--- src/rtl/pcs_pkg.sv ---
package pcs_pkg;
  typedef enum logic [3:0] {
    OP_HOLD,
    OP_STEP,
    OP_IRQ,
    OP_RETI,
    OP_RET,
    OP_CALL,
    OP_JMP,
    OP_MOV,
    OP_ADD,
    OP_TBL
  } pcs_op_e;
endpackage

--- src/rtl/pcs_stack.sv ---
module pcs_stack #(
  parameter int W     = 14,
  parameter int DEPTH = 8
) (
  input  logic         clk,
  input  logic         rst_n,
  input  logic         push,
  input  logic         pop,
  input  logic [W-1:0] din,
  output logic [W-1:0] top_o
);
  localparam int PTR_W = (DEPTH > 1) ? $clog2(DEPTH) : 1;
  localparam int CNT_W = $clog2(DEPTH + 1);

  logic [W-1:0]     mem_q [DEPTH];
  logic [PTR_W-1:0] sp_q, sp_d, sp_dec, sp_inc;
  logic [CNT_W-1:0] cnt_q, cnt_d;
  logic             empty;

  assign empty  = (cnt_q == '0);
  assign sp_dec = (sp_q == '0) ? PTR_W'(DEPTH - 1) : sp_q - PTR_W'(1);
  assign sp_inc = (sp_q == PTR_W'(DEPTH - 1)) ? '0 : sp_q + PTR_W'(1);
  assign top_o  = empty ? mem_q[sp_q] : mem_q[sp_dec];

  always_comb begin
    sp_d  = sp_q;
    cnt_d = cnt_q;
    if (push) begin
      sp_d = sp_inc;
      if (cnt_q != CNT_W'(DEPTH)) cnt_d = cnt_q + CNT_W'(1);
    end else if (pop && !empty) begin
      sp_d  = sp_dec;
      cnt_d = cnt_q - CNT_W'(1);
    end
  end

  always_ff @(posedge clk or negedge rst_n) begin
    if (!rst_n) begin
      sp_q  <= '0;
      cnt_q <= '0;
    end else begin
      sp_q  <= sp_d;
      cnt_q <= cnt_d;
    end
  end

  for (genvar g = 0; g < DEPTH; g++) begin : g_slot
    always_ff @(posedge clk or negedge rst_n) begin
      if (!rst_n) begin
        mem_q[g] <= '0;
      end else if (push && (sp_q == PTR_W'(g))) begin
        mem_q[g] <= din;
      end
    end
  end
endmodule

--- src/rtl/pcs_next.sv ---
module pcs_next
  import pcs_pkg::*;
#(
  parameter int PC_W   = 14,
  parameter int PAGE_W = 4,
  parameter int DATA_W = 8,
  parameter int VEC    = 8
) (
  input  pcs_op_e                  op,
  input  logic [PC_W-1:0]          pc_q,
  input  logic [PAGE_W-1:0]        page_q,
  input  logic [PC_W-PAGE_W-1:0]   tgt,
  input  logic [DATA_W-1:0]        acc,
  input  logic [PC_W-1:0]          pop_val,
  output logic [PC_W-1:0]          pc_d,
  output logic [PC_W-1:0]          push_val
);
  localparam int LOW_W = PC_W - PAGE_W;

  logic [PC_W-1:0]   pc_inc;
  logic [DATA_W-1:0] add_lo;
  logic [LOW_W-1:0]  tbl_lo;

  assign pc_inc   = pc_q + PC_W'(1);
  assign add_lo   = pc_q[DATA_W-1:0] + acc;
  assign tbl_lo   = pc_q[LOW_W-1:0] + LOW_W'(acc);
  assign push_val = pc_inc;

  always_comb begin
    unique case (op)
      OP_STEP:         pc_d = pc_inc;
      OP_IRQ:          pc_d = PC_W'(VEC);
      OP_RETI, OP_RET: pc_d = pop_val;
      OP_CALL, OP_JMP: pc_d = {page_q, tgt};
      OP_MOV:          pc_d = {page_q, pc_q[LOW_W-1:DATA_W], acc};
      OP_ADD:          pc_d = {page_q, pc_q[LOW_W-1:DATA_W], add_lo};
      OP_TBL:          pc_d = {pc_q[PC_W-1:LOW_W], tbl_lo};
      default:         pc_d = pc_q;
    endcase
  end
endmodule

--- src/rtl/pcs_shadow.sv ---
module pcs_shadow #(
  parameter int DATA_W = 8,
  parameter int PAGE_W = 4
) (
  input  logic              clk,
  input  logic              rst_n,
  input  logic              save,
  input  logic              restore,
  input  logic [DATA_W-1:0] acc_in,
  input  logic [DATA_W-1:0] stat_in,
  input  logic [PAGE_W-1:0] page_in,
  output logic [DATA_W-1:0] acc_sv,
  output logic [DATA_W-1:0] stat_sv,
  output logic [PAGE_W-1:0] page_sv,
  output logic              restore_pulse
);
  always_ff @(posedge clk or negedge rst_n) begin
    if (!rst_n) begin
      acc_sv  <= '0;
      stat_sv <= '0;
      page_sv <= '0;
    end else if (save) begin
      acc_sv  <= acc_in;
      stat_sv <= stat_in;
      page_sv <= page_in;
    end
  end

  always_ff @(posedge clk or negedge rst_n) begin
    if (!rst_n) restore_pulse <= 1'b0;
    else        restore_pulse <= restore;
  end
endmodule

--- src/rtl/pc_sequencer.sv ---
module pc_sequencer
  import pcs_pkg::*;
#(
  parameter int PC_W   = 14,
  parameter int PAGE_W = 4,
  parameter int DATA_W = 8,
  parameter int DEPTH  = 8,
  parameter int VEC    = 8
) (
  input  logic                     clk,
  input  logic                     rst_n,
  input  logic                     step_en,
  input  logic                     jmp_en,
  input  logic                     call_en,
  input  logic                     ret_en,
  input  logic                     reti_en,
  input  logic                     pcl_mov_en,
  input  logic                     pcl_add_en,
  input  logic                     tbl_en,
  input  logic [PC_W-PAGE_W-1:0]   jmp_tgt,
  input  logic [DATA_W-1:0]        acc_in,
  input  logic [DATA_W-1:0]        stat_in,
  input  logic                     page_wr,
  input  logic [PAGE_W-1:0]        page_din,
  input  logic                     irq_req,
  output logic [PC_W-1:0]          pc_o,
  output logic [PAGE_W-1:0]        page_o,
  output logic                     isr_active_o,
  output logic                     ctx_restore_o,
  output logic [DATA_W-1:0]        acc_shadow_o,
  output logic [DATA_W-1:0]        stat_shadow_o
);
  logic            rst_meta_q, rst_sync_q;
  pcs_op_e         op;
  logic            irq_take, push, pop;
  logic [PC_W-1:0] pc_q, pc_d, push_val, pop_val;
  logic [PAGE_W-1:0] page_q, page_d, page_sv;
  logic            isr_q, isr_d;

  // reset: asserted at once, released after two clock edges
  always_ff @(posedge clk or negedge rst_n) begin
    if (!rst_n) begin
      rst_meta_q <= 1'b0;
      rst_sync_q <= 1'b0;
    end else begin
      rst_meta_q <= 1'b1;
      rst_sync_q <= rst_meta_q;
    end
  end

  assign irq_take = irq_req && !isr_q;

  always_comb begin
    if      (irq_take)   op = OP_IRQ;
    else if (reti_en)    op = OP_RETI;
    else if (ret_en)     op = OP_RET;
    else if (call_en)    op = OP_CALL;
    else if (jmp_en)     op = OP_JMP;
    else if (pcl_mov_en) op = OP_MOV;
    else if (pcl_add_en) op = OP_ADD;
    else if (tbl_en)     op = OP_TBL;
    else if (step_en)    op = OP_STEP;
    else                 op = OP_HOLD;
  end

  assign push = (op == OP_IRQ) || (op == OP_CALL);
  assign pop  = (op == OP_RETI) || (op == OP_RET);

  pcs_next #(
    .PC_W(PC_W), .PAGE_W(PAGE_W), .DATA_W(DATA_W), .VEC(VEC)
  ) u_next (
    .op       (op),
    .pc_q     (pc_q),
    .page_q   (page_q),
    .tgt      (jmp_tgt),
    .acc      (acc_in),
    .pop_val  (pop_val),
    .pc_d     (pc_d),
    .push_val (push_val)
  );

  pcs_stack #(.W(PC_W), .DEPTH(DEPTH)) u_stack (
    .clk   (clk),
    .rst_n (rst_sync_q),
    .push  (push),
    .pop   (pop),
    .din   (push_val),
    .top_o (pop_val)
  );

  pcs_shadow #(.DATA_W(DATA_W), .PAGE_W(PAGE_W)) u_shadow (
    .clk           (clk),
    .rst_n         (rst_sync_q),
    .save          (op == OP_IRQ),
    .restore       (op == OP_RETI),
    .acc_in        (acc_in),
    .stat_in       (stat_in),
    .page_in       (page_q),
    .acc_sv        (acc_shadow_o),
    .stat_sv       (stat_shadow_o),
    .page_sv       (page_sv),
    .restore_pulse (ctx_restore_o)
  );

  always_comb begin
    page_d = page_q;
    if (op == OP_RETI)  page_d = page_sv;
    else if (page_wr)   page_d = page_din;
  end

  always_comb begin
    isr_d = isr_q;
    if (op == OP_IRQ)       isr_d = 1'b1;
    else if (op == OP_RETI) isr_d = 1'b0;
  end

  always_ff @(posedge clk or negedge rst_sync_q) begin
    if (!rst_sync_q) begin
      pc_q   <= '0;
      page_q <= '0;
      isr_q  <= 1'b0;
    end else begin
      pc_q   <= pc_d;
      page_q <= page_d;
      isr_q  <= isr_d;
    end
  end

  assign pc_o         = pc_q;
  assign page_o       = page_q;
  assign isr_active_o = isr_q;
endmodule

--- config.mk ---
export PLATFORM = sky130hd
export DESIGN_NAME = pc_sequencer
export DESIGN_NICKNAME = d
export VERILOG_FILES = /design/src/rtl/pcs_pkg.sv /design/src/rtl/pcs_stack.sv /design/src/rtl/pcs_next.sv /design/src/rtl/pcs_shadow.sv /design/src/rtl/pc_sequencer.sv
export SDC_FILE = /design/constraint.sdc
export NUM_CORES = 1
export LEC_CHECK = 0
export BUFFER_PORTS_ARGS = -buffer_cell sky130_fd_sc_hd__buf_2
export CAP_MARGIN = 25
export CORE_MARGIN = 1
export CORE_UTILIZATION = 35
export DETAILED_ROUTE_END_ITERATION = 6
export GPL_ROUTABILITY_DRIVEN = 1
export HOLD_SLACK_MARGIN = 0.05
export PLACE_DENSITY = 0.62
export SLEW_MARGIN = 15
export SYNTH_ARGS = -nofsm -noshare
export SYNTH_HDL_FRONTEND = slang
export SYNTH_SLANG_ARGS = --single-unit
--- constraint.sdc ---
create_clock -name clk -period 14.5 [get_ports clk]
set_input_delay 1.45 -clock clk [delete_from_list [all_inputs] [get_ports clk]]
set_output_delay 1.45 -clock clk [all_outputs]
set_load 0.05 [all_outputs]
Word-level counts from Yosys, hierarchy flattened. Cells that the tools add are included.

Flip-flop bits (word level): 161. Bits of input ports: 42. Output and inout port bits: 36. Word-level logic and storage cells: 108.

$add $sub $neg: 7. Order comparisons: 2. Equality and inequality tests: 18. Muxes and demuxes: 28. Bitwise operators: 5. Reductions and logical operators: 27.

Operators with widths (count): $pmux W14 S7 (1); $bmux W14 S3 (2); $mux W14 (5); $mux W4 (13); $eq A4 B3 Y1 const B (4); $add A14 B1 Y14 const B (1); $eq A3 B3 Y1 const B (4); $mux W3 (4); $add A10 B8 Y10 (1); $logic_and A1 B1 Y1 (10); $add A8 B8 Y8 (1); $eq A4 B2 Y1 const B (2); $eq A4 B4 Y1 const B (2); $ge A4 B4 Y1 const B (2); $not A3 Y4 (2); $reduce_bool A7 Y1 (1); $eq A3 B2 Y1 const B (2); $reduce_bool A2 Y1 (3); $reduce_bool A6 Y1 (1); $reduce_bool A5 Y1 (1); $add A4 B1 Y4 const B (1); $eq A4 B1 Y1 const B (1); $logic_not A4 Y1 (1); $ne A4 B4 Y1 const B (1); other kinds (13) (21).

Logic depth before layout (Yosys ltp).
Depth in word-level cells: 14. Depth in mapped cells: 14. Gate-level depth less buffers: 9.

Modules after synthesis. From an unflattened synthesis, not the netlist that was laid out.

Cell total of the unflattened synthesis: 918. Area total of the unflattened synthesis: 10075.9 um2.

Modules (own cells, without submodules): pcs_stack (times used 1, cells an instance 590, area each 6887.9 um2, sequential area each 2977.9 um2); pcs_next (times used 1, cells an instance 227, area each 1575.3 um2, sequential area each 0.0 um2); pcs_shadow (times used 1, cells an instance 43, area each 848.3 um2, sequential area each 525.5 um2); pc_sequencer (times used 1, cells an instance 58, area each 764.5 um2, sequential area each 525.5 um2).

Least setup slack after synthesis. OpenSTA, ideal clock, no wires.

Path kind: in2reg. Start: input port acc_in[0]. End: register pc_q[8], in the netlist pc_o[8]. Library setup time: 134 ps. Data arrival time: 3033 ps. Required time: 14366 ps. Path slack: 11333 ps. Cell stages on the path: 9. Path buffers: 0. Cell sequence: ha_1 inv_1 fa_1 nor2b_1 o31ai_1 a211oi_1 xor2_1 a2111oi_0 o21ai_0.

Longest elaborated chain between the ends: 2.

RTL lines: from (decl) (line pc_sequencer.sv:21) `input logic [DATA_W-1:0] acc_in,`; $add A10 B8 Y10 (line pcs_next.sv:26) `assign tbl_lo = pc_q[LOW_W-1:0] + LOW_W'(acc);`; $pmux W14 S7 (line pcs_next.sv:30) `unique case (op)`; to (signal assigned) (line pc_sequencer.sv:123) `pc_q <= pc_d;`; to (decl) (line pc_sequencer.sv:36) `logic [PC_W-1:0] pc_q, pc_d, push_val, pop_val;`.

No other way between the ends. A chain may end at the register's enable or synchronous reset.

Final worst setup path.
Start: register u_stack.sp_q[0]. End: register pc_q[8], in the netlist pc_o[8].

Longest elaborated chain between the ends: 8. Elaborated cells between the ends (all ways): 13. Classes of those cells: add/sub: 1; mux: 9; bitwise: 2; reduce/logical: 1.

RTL lines: from (decl) (line pcs_stack.sv:16) `logic [PTR_W-1:0] sp_q, sp_d, sp_dec, sp_inc;`; from (signal assigned) (line pcs_stack.sv:42) `sp_q <= sp_d;`; $sub A3 B1 Y3 / $logic_not A3 Y1 (equally long branches) (line pcs_stack.sv:21) `assign sp_dec = (sp_q == '0) ? PTR_W'(DEPTH - 1) : sp_q - PTR_W'(1);`; $mux W3 (line pcs_stack.sv:21); $not A3 Y4 (not written as such) (line pcs_stack.sv:23) `assign top_o = empty ? mem_q[sp_q] : mem_q[sp_dec];`; $bmux W14 S3 (line pcs_stack.sv:23); $mux W14 (not written as such) (2 in series) (line pcs_stack.sv:23); $mux W14 (*) (line pcs_stack.sv:23); $pmux W14 S7 (*) (line pcs_next.sv:30).

Every way passes the cells marked *; elsewhere a longest branch is shown, timed or not. The select of a mux whose other input is x is not followed.

==> summary.txt <==
Synthesis
  • Synth warnings: 0
  • Synthesized area per cell: around 9.4 µm²
  • Sequential element share of the synthesized area: 0.439
  • Ranking of synthesized cells by instance count: sky130_fd_sc_hd__nand2_1 (220), sky130_fd_sc_hd__dfrtp_1 (161), sky130_fd_sc_hd__o21ai_0 (132), sky130_fd_sc_hd__nor2_1 (41), sky130_fd_sc_hd__clkbuf_1 (39)
  • Simple-Gate Fraction of Synth Area: 0.175
  • Fraction of the mapped netlist area in compound gates: 0.178
  • Number of flops mapped to enable cells by yosys: 0
  • Xor and xnor fraction of the mapped netlist area: 0.0220
  • Share of Yosys cell area claimed by the top area cell type: 0.439
  • Most common cell in the netlist: sky130_fd_sc_hd__nand2_1
  • Main synth FF type: sky130_fd_sc_hd__dfrtp_1
  • Net count of the mapped netlist: 1038
  • Cell types occupying the most area after synthesis: sky130_fd_sc_hd__dfrtp_1 (44%), sky130_fd_sc_hd__nand2_1 (9.0%), sky130_fd_sc_hd__mux4_2 (8.1%)
  • Fraction of synthesized area in multiplexers: 0.122
  • Post-synth ARST share: 1.00
  • Post-Synthesis Cell Area: 9170 µm²
  • Adder-cell share of the synthesized area: 0.0254
  • Number of distinct library cells after synthesis: between 60 and 70
  • Largest family of logic cells by synthesized area: compound AO/OA/AOI/OAI gates
  • Number of instances in the synthesized netlist: between 900 and 1000
  • Dominant cell type by area after synthesis: sky130_fd_sc_hd__dfrtp_1
  • Count of state elements after synthesis: 161

Setup path
  • Kind of start point of the critical path: register
  • CP Capture Type: register
  • CP required: between 10 and 15 ns
  • Worst Path Class, Setup: reg2reg
  • Arrival time of the worst setup path: 4.34 ns
  • Largest driver fanout on the critical path: 43

Floorplan
  • Number of top-level pins: 78
  • Horizontal die dimension: 164 µm
  • Die area: about 27000 µm²
  • Starting density of the core: 0.360
  • Number of rows created at floorplan: 58
  • Die H: 164 µm
  • Area inside the core boundary: between 20000 and 30000 µm²

Clock tree
  • Buffers inserted during post-CTS setup optimization: 0
  • Post-CTS Hold Buffers: 0
  • Deepest clock path buffer count: 2
  • Source-to-sink clock delay at the later pin of the worst-skew pair: 0.43 ns
  • Clock Root Buffer: sky130_fd_sc_hd__clkbuf_16
  • CTS-repair resized insts: 0
  • # H-tree levels: 4
  • Clock tree from TritonCTS: done
  • Number of clock buffers inserted by TritonCTS: 17
  • Worst-path clk slew: 0.07 ns
  • Sink count of the clock tree: 161

GRT
  • Number of global-route vias before repair: 7512
  • Aggregate global-route resource usage: 0.210
  • Met1 layer usage reported by global route: 0.290
  • Busiest grt layer: met2
  • Wire length of the first global-routing pass: about 43 mm
  • Grt total ovfl: 0
  • Maximum number of pins on one net before global-route repair: 70
  • Antenna violations before repair: 0
  • GR met3 Demand/Resource: 0.0487
  • M2 GR Usage: 0.326

STA
  • Relative slew slack: 0.348
  • Setup skew after layout: 0.0107 ns
  • Setup TNS: 0 ns
  • Total count of hold-check failures in the final report: 0
  • Final worst setup slack: 10.52 ns
  • Setup repair after global routing missed its margin: no
  • Final Critical Period: 3.98 ns
  • Setup violations, final: 0
  • Final period utilization: 0.274
  • Least-Margin Pin Slew: a little under 1 ns
  • Slew Limit Fails: 0
  • Max Fclk: 251 MHz

Drt
  • Total vias in the final route: just under 8000
  • DRT Pass-1 Iters: 5
  • Residual antenna-violating net count after detailed routing: 0
  • Drc violations: 0
  • Via density per instance: 5.72
  • Routed length per instance: 19.6 µm
  • Starting DRT DRC Count: 863
  • Drt total wl: 27.0 mm

Layout
  • N_diodes: 0
  • Number of nets in the layout: ~1100
  • Post-layout utilization of the core: 0.415
  • Signed area change from the synthesized netlist to the final layout: 15.2%
  • Final Instance Area: ~11000 µm²
  • Number of non-filler instances in the completed layout: 1377
  • Share of final-layout standard cells stronger than drive strength 1: 0.181

Place
  • Placed Instance Area: 9870 µm²
  • Half-perimeter wire length after detailed placement: 18.4 mm
  • Number of buffer cells added on primary ports: between 70 and 80
  • Dpl ws: ~11 ns
  • Global placer's final weighted congestion: 0.899
  • Count of placed standard cells including taps: 1340

Power and ir drop
  • Pleak: 4.74 nW
  • Power per Cell Area: 237 nW/µm²
  • Worst-case vdd ir drop: 116 µV

Run status
  • Run status: complete, no violations

Hold path
  • Path category of the worst min-delay check: reg2reg

Flow run
  • Number of maximum-capacitance violations: 0
==> cells in the final DEF (no fill, tap or decap), drive strengths merged, types with 11 or more instances in the layout <==
cell    instances
nand3          22
xnor2          12
a31oi          14
and3           12
a211oi         11
o21ai         133
dfrtp         161
ha             17
mux2i          29
xor2           11
nor2           41
a21oi          23
nor3           14
inv            27
mux4           33
buf           100
clkbuf         18
a221oi         11
nand2         220
==> metal layers <==
| metal | wire length [µm] | up-vias |
|---|---|---|
| met5 | 0 | - |
| met4 | 574 | 0 |
| met3 | 2440 | 45 |
| met2 | 12200 | 394 |
| met1 | 11800 | 3793 |
| li1 | - | 3643 |
==> stage by stage <==
step / power [mW] / hold slack, ns
floorplan: 1.66 / 0.331
global placement: 1.97 / 0.333
detailed placement: 1.99 / 0.337
CTS: 2.49 / 0.352
global route: 2.67 / 0.365
finish: 2.50 / 0.348
==> logic make-up after synthesis <==
| kind of cell | Yosys count |
|---|---|
| flip-flops | 161 |
| XOR/XNOR | 23 |
| AO/OA/AOI/OAI | 264 |
| AND/OR/NAND/NOR | 360 |
| multiplexers | 70 |
| other | 1 |
| buffers and inverters | 81 |
| adder cells (fa/ha/maj) | 18 |
==> registers in the layout (all words and copies together) (netlist names) <==
| register | flops |
|---|---|
| u_shadow.stat_sv | 8 |
| u_stack.cnt_q | 4 |
| u_stack.mem_q | 112 |
| rst_sync_q | 1 |
| page_o | 4 |
| rst_meta_q | 1 |
| isr_active_o | 1 |
| u_shadow.page_sv | 4 |
| u_shadow.acc_sv | 8 |
| u_stack.sp_q | 3 |
| u_shadow.restore_pulse | 1 |
| pc_o | 14 |
==> worst max-delay path, stage by stage (launching register included) <==
cell and delay (ns):
sky130_fd_sc_hd__dfrtp_4 0.80, sky130_fd_sc_hd__inv_2 0.31, sky130_fd_sc_hd__ha_1 0.43, sky130_fd_sc_hd__or3_1 0.42
sky130_fd_sc_hd__nand2_1 0.75, sky130_fd_sc_hd__mux2_2 0.44, sky130_fd_sc_hd__a221oi_1 0.49, sky130_fd_sc_hd__a2111oi_0 0.11
sky130_fd_sc_hd__o21ai_0 0.15
==> final timing paths <==
check,start,slack (ns),end,cells past startpoint
max in group asynchronous,rst_sync_q,12.77,u_stack.mem_q[66],1
min reg2reg,rst_meta_q,0.35,rst_sync_q,0
min in group asynchronous,rst_sync_q,0.37,u_stack.mem_q[76],0
max,u_stack.sp_q[0],10.52,pc_o[8],8
max reg2reg,u_stack.sp_q[0],10.52,pc_o[8],8
min,rst_meta_q,0.35,rst_sync_q,0
==> report_power, final <==
part / total, mW / switching [mW] / internal (mW)
registers: 0.814 / 0.191 / 0.623
clock network: 0.489 / 0.207 / 0.282
logic: 1.20 / 0.720 / 0.477
total: 2.50 / 1.12 / 1.38
==> final cells by class <==
| class | count | area [µm²] |
|---|---|---|
| clock buffers | 18 | 439 |
| clock inverters | 14 | 189 |
| fillers | 2476 | 14900 |
| inverters | 18 | 67.6 |
| multi-input cells | 736 | 4810 |
| flip-flops and latches | 161 | 4040 |
| well taps | 330 | 413 |
| repair buffers | 100 | 614 |
Power figures use the tool's default switching activity.
